--- config.mk ---
export PLATFORM = sky130hd
export DESIGN_NAME = odd_step_counter
export DESIGN_NICKNAME = d
export VERILOG_FILES = /design/src/rtl/odd_step_counter.sv
export SDC_FILE = /design/constraint.sdc
export NUM_CORES = 1
export LEC_CHECK = 0
export ABC_CLOCK_PERIOD_IN_PS = 1950
export BUFFER_PORTS_ARGS = -buffer_cell sky130_fd_sc_hd__buf_4
export CAP_MARGIN = 40
export CORE_UTILIZATION = 36
export DETAILED_ROUTE_END_ITERATION = 6
export PLACE_DENSITY = 0.55
export REMOVE_ABC_BUFFERS = 1
export SLEW_MARGIN = 20
export SYNTH_ARGS = -nofsm -noshare
export SYNTH_HDL_FRONTEND = slang
export SYNTH_SLANG_ARGS = --single-unit
export TNS_END_PERCENT = 50
--- constraint.sdc ---
create_clock -name clk -period 1.95 [get_ports clk]
set_input_delay 0.2925 -clock clk [delete_from_list [all_inputs] [get_ports clk]]
set_output_delay 0.2925 -clock clk [all_outputs]
set_load 0.02 [all_outputs]
--- src/rtl/odd_step_counter.sv ---
module odd_step_counter #(
  parameter int WIDTH     = 9,
  parameter int UP_STEP   = 3,
  parameter int DOWN_STEP = 5
) (
  input  logic             clk,
  input  logic             rst,
  input  logic [1:0]       op,
  input  logic [WIDTH-1:0] din,
  output logic [WIDTH-1:0] count,
  output logic             par,
  output logic             wrap_up,
  output logic             wrap_dn
);

  localparam logic [1:0] OP_LOAD = 2'b00;
  localparam logic [1:0] OP_UP   = 2'b01;
  localparam logic [1:0] OP_DOWN = 2'b10;
  localparam logic [1:0] OP_HOLD = 2'b11;

  localparam logic [WIDTH-1:0] UP_W = WIDTH'(UP_STEP);
  localparam logic [WIDTH-1:0] DN_W = WIDTH'(DOWN_STEP);

  logic [WIDTH:0] sum_ext;
  logic [WIDTH:0] dif_ext;

  assign sum_ext = {1'b0, count} + {1'b0, UP_W};
  assign dif_ext = {1'b0, count} - {1'b0, DN_W};

  always_ff @(posedge clk) begin
    if (rst) begin
      count   <= '0;
      wrap_up <= 1'b0;
      wrap_dn <= 1'b0;
    end else begin
      wrap_up <= 1'b0;
      wrap_dn <= 1'b0;
      case (op)
        OP_LOAD: count <= din;
        OP_UP: begin
          count   <= sum_ext[WIDTH-1:0];
          wrap_up <= sum_ext[WIDTH];
        end
        OP_DOWN: begin
          count   <= dif_ext[WIDTH-1:0];
          wrap_dn <= dif_ext[WIDTH];
        end
        default: count <= count;
      endcase
    end
  end

  assign par = ^count;

  assert_reset_R1: assert property (@(posedge clk)
    rst |=> (count == '0 && !wrap_up && !wrap_dn));

  assert_load_R2: assert property (@(posedge clk) disable iff (rst)
    op == OP_LOAD |=> count == $past(din));

  assert_up_step_R3: assert property (@(posedge clk) disable iff (rst)
    op == OP_UP |=> count == WIDTH'($past(count) + UP_W));

  assert_down_step_R4: assert property (@(posedge clk) disable iff (rst)
    op == OP_DOWN |=> count == WIDTH'($past(count) - DN_W));

  assert_hold_R5: assert property (@(posedge clk) disable iff (rst)
    op == OP_HOLD |=> $stable(count));

  assert_carry_R6: assert property (@(posedge clk) disable iff (rst)
    op == OP_UP |=> wrap_up == (count < $past(count)));

  assert_borrow_R7: assert property (@(posedge clk) disable iff (rst)
    op == OP_DOWN |=> wrap_dn == (count > $past(count)));

  assert_flags_clear_R8: assert property (@(posedge clk) disable iff (rst)
    (op == OP_LOAD || op == OP_HOLD) |=> (!wrap_up && !wrap_dn));

  assert_flags_excl_R8: assert property (@(posedge clk) disable iff (rst)
    !(wrap_up && wrap_dn));

  always_comb begin
    assert_parity_R9: assert ($countones({count, par}) % 2 == 0 || $isunknown(count));
  end

endmodule

After elaboration in Yosys (flattened, before gate mapping)
Index checks and enable logic that the tools add are counted.

operators by class
  add/sub/neg operators = 2
  $mul = 0
  div/mod/pow operators = 0
  $lt $le $gt $ge = 0
  eq/ne operators = 2
  shifts and indexed selects = 0
  muxes and demuxes = 1
  bitwise logic cells = 2
  reduce and logical (&&, ||, !) cells = 5

operators by type and width
  cell                    count
  $pmux W9 S3             1
  $add A9 B2 Y10 const B  1
  $sub A9 B3 Y10 const B  1
  $reduce_xor A9 Y1       1
  $reduce_or A2 Y1        2
  $reduce_bool A3 Y1      1
  $eq A2 B1 Y1 const B    1
  $eq A2 B2 Y1 const B    1
  $logic_not A2 Y1        1
  $not A1 Y1              2

word-level totals
  flip-flop bits (word level) = 11
  bits in latches = 0
  RAM bits = 0
  memory bits (read-only) = 0
  output and inout port bits = 12
  logic and storage cells = 15
  memories = 0

Longest topological paths before layout
  depth after elaboration = 3
  depth in mapped cells = 8
  mapped depth without buffers = 7

Worst setup path after synthesis
OpenSTA, ideal clock, no wires.

  kind = flip-flop to output port
  from = reg count[6]
  to = out par
  arrival = 1.642 ns
  path slack = 0.016 ns
  cell stages (with the launch flop) = 6
  path buffers = 0
  cells stage by stage = dfxtp_1 -> inv_1 -> ha_1 -> xnor2_1 -> xnor2_1 -> xnor2_1

between the ends
  word-level cells in the longest chain between the ends = 1

ends and longest elaborated chain
  what                      RTL line  source
  start: declaration        10        output logic [WIDTH-1:0] count,
  start signal: assignment  39        OP_LOAD: count <= din;
  start signal: assignment  41        count <= sum_ext[WIDTH-1:0];
  start signal: assignment  45        count <= dif_ext[WIDTH-1:0];
  $reduce_xor A9 Y1         53        assign par = ^count;
  end: declaration          11        output logic par,

No other way between the ends.

Worst setup path after layout
  from = reg count[3]
  to = out par

The elaborated chain is that of the path after synthesis.

==> flow_metrics.py <==
metrics = {
    "clocking": {
        "clockRootBuffer": "clkbuf_4",
        "clk_latency_ns": 0.28,
        "clkTransAtPathRegs_ns": 0.08,
        "cts_max_level": 1,
        "cts_buffer_depth": 2,
        "cts_tree": "done",
        "cts_inserted_buffers": 3,
        "cts_hold_buf": 0,
        "cts.sinks": 11,
    },
    "die": {
        "boundaryPins": 25,
        "die_h_um": 53.36,
        "fp-row-count": 18,
        "initial_utilization_pct": 38.33,
        "fp.dieW_um": 53.36,
        "core_um2": 2477,
        "die_area_um2": 2847,
    },
    "global_routing": {
        "grt_max_degree": 13,
        "met2_usage_pct": 35.63,
        "grt_use_total_pct": 22.08,
        "use_met3_pct": 6.322,
        "grt_util_met1_pct": 27.07,
        "antenna_found_initial": 0,
        "grt_pass1_vias": 912,
        "grt_first_pass_wirelength_um": 4319,
        "top_usage_layer": "met2",
        "gr-total-overflow": 0,
    },
    "yosys": {
        "yosys_warnings": 0,
        "ys_ff_latch": 11,
        "synth_top_area_share_pct": 23.19,
        "synth_compound_area_share_pct": 25.96,
        "synth.area.mux_share_pct": 1.186,
        "synth.distinct_cells": 37,
        "synth-main-ff-cell": "dfxtp_1",
        "synth_area_um2": 949.7,
        "synthAdderAreaFrac_pct": 14.49,
        "yosys-top-cells-area": "dfxtp_1 23%, ha_1 14%, xnor2_1 9.2%",
        "yosys.area_share.simple_pct": 17.26,
        "syn_inst": 121,
        "synth_seq_area_share_pct": 23.19,
        "synth-edff-count": 0,
        "async_flop_share_pct": 0,
        "synth-xor-area-share_pct": 9.223,
        "syn-mean-instance-area_um2": 7.848,
        "synth_top_cell_by_area": "dfxtp_1",
        "synth_top_family_by_area": "compound AO/OA/AOI/OAI gates",
    },
    "hold_path": {
        "min_path_type": "input port to flop",
        "hold_depth": 2,
        "hold_start": "rst",
    },
    "setup_path": {
        "path_buf_inv": 2,
        "startpoint": "count[3]$_SDFFE_PP0P_",
        "critPathArrivalTime_ns": 1.57,
        "cp_common_cell": "xnor2_2",
        "worst-setup-path-type": "flop to output port",
        "worstReg2RegStart": "count[1]$_SDFFE_PP0P_",
        "cp_slowest_cell": "dfxtp_2",
        "crit_chain": "inv_1, ha_4, xnor2_2, xnor2_2, xnor2_1, buf_4",
        "cp.depth": 6,
        "r2r_cells": 7,
        "crit_fanout": 3,
        "cp-end-kind": "output port",
        "cp_top_family": "XOR/XNOR gates",
        "slowest_delay_ns": 0.34,
        "setup.worst_path.start_class": "flop",
        "critPathRequiredTime_ns": 1.66,
    },
    "route": {
        "via_per_inst": 5.443,
        "wirelength_um": 2820,
        "num_vias": 996,
        "drc": 0,
        "first_pass_iters": 4,
        "wl_per_cell_um": 15.41,
        "first_iter_violations": 28,
        "postRouteAntennaNets": 0,
    },
    "power_and_ir_drop": {
        "p_total_uw": 928.8,
        "total_leakage_power_nw": 0.5760,
        "power.density_nw_per_um2": 696.3,
        "worst_ir_drop_vdd_mv": 0.4540,
    },
    "sta": {
        "setup_viol": 0,
        "finalHoldViolations": 0,
        "post-route-period-util_pct": 95.67,
        "fin_crit_ns": 1.866,
        "tns_ns": 0,
        "drv_slew": 0,
        "worst_slew_pin_slew_ns": 0.4259,
        "fin_skew_ns": 0.003250,
        "fmax_ghz": 0.5360,
        "rsz0062_at_grt": "no",
        "slew_headroom_pct": 71.61,
    },
    "layout": {
        "final_area_um2": 1334,
        "multiInputGateArea_um2": 730.7,
        "antenna_cells": 0,
        "syn_to_final_growth_pct": 40.45,
        "final_cell_mix": "34 x buf_4, 11 x inv_1, 9 x nor2_1",
        "fin_nets": 178,
        "regArea_um2": 231.5,
        "fillers": 246,
        "final_layout_size_suffix_gt1_share_pct": 35.29,
        "final_common_cell": "buf_4",
    },
    "place": {
        "port_buffers": 24,
        "gp_routability_congestion": 0.7830,
        "dpl_cell_area_um2": 1190,
        "dp.final_hpwl_um": 1966,
    },
    "flow_run": {
        "cap_violations": 0,
    },
    "outcome": {
        "outcome": "finished, final reports clean",
    },
}
## power breakdown
| part | switching, mW | internal, mW |
|---|---|---|
| logic | 0.249 | 0.247 |
| registers | 0.0177 | 0.245 |
| clock network | 0.0902 | 0.0794 |
## synthesized netlist by cell type, drive strengths merged (2+ instances only)
master and instances:
nand4 3, buf 4, clkbuf 2, nor2 9, a211oi 7, o21ai 9, a31oi 2, dfxtp 11
a21oi 6, ha 11, nor2b 3, inv 14, xnor2 10, o22ai 3, and3 2, nand2 5
nor3 3, a22oi 2
## what timing repair did
action	CTS	global route
endpoints found under the setup margin	1	1
pin swaps	3	2
buffers inserted	1	2
resized for setup	10	8
## cell type report
type | instances | share of cell area (%)
timing repair buffer | 34 | 19.14
tap | 30 | 2.814
sequential | 11 | 17.35
clock buffer | 4 | 1.970
inverter | 14 | 3.940
multi-input combinational | 90 | 54.78
## stage by stage
step / worst slack, ns / instances / utilization [%] / hold slack (ns)
finish: 0.08448 / 183 / 53.84 / 0.2855
global route: 0.01200 / 183 / 53.84 / 0.2612
CTS: 0.008345 / 181 / 50.56 / 0.2738
detailed placement: 0.1915 / 176 / 48.03 / 0.5260
global placement: 0.2208 / 176 / 48.03 / 0.5331
floorplan: 0.01590 / 115 / - / 0.3653
## path summary, 6_finish.rpt
path                                end  slack [ns]
setup / recovery                    par        0.08
hold / removal    count[5]$_SDFFE_PP0P_        0.29
setup reg to reg  count[6]$_SDFFE_PP0P_        0.34
hold reg to reg   count[0]$_SDFFE_PP0P_        0.54
## logic make-up after synthesis
family / count (synthesis)
buffers and inverters: 20
muxes: 1
and+or+nand+nor: 31
DFF: 11
adders and majority gates: 11
xor gates and xnor gates: 10
AOI/OAI and AO/OA: 37
## state kept, by name, indices dropped and copies added, names as in the netlist
name and flops:
wrap_dn 1, count 9, wrap_up 1
## routing by layer
| metal | routed length [um] | part of all wire (%) |
|---|---|---|
| met1 | 1332 | 47 |
| met2 | 1308 | 46 |
| met3 | 142 | 5.0 |
| met4 | 36 | 1.3 |
| met5 | 0 | 0 |
No activity file was read; power rests on OpenSTA's default activity.
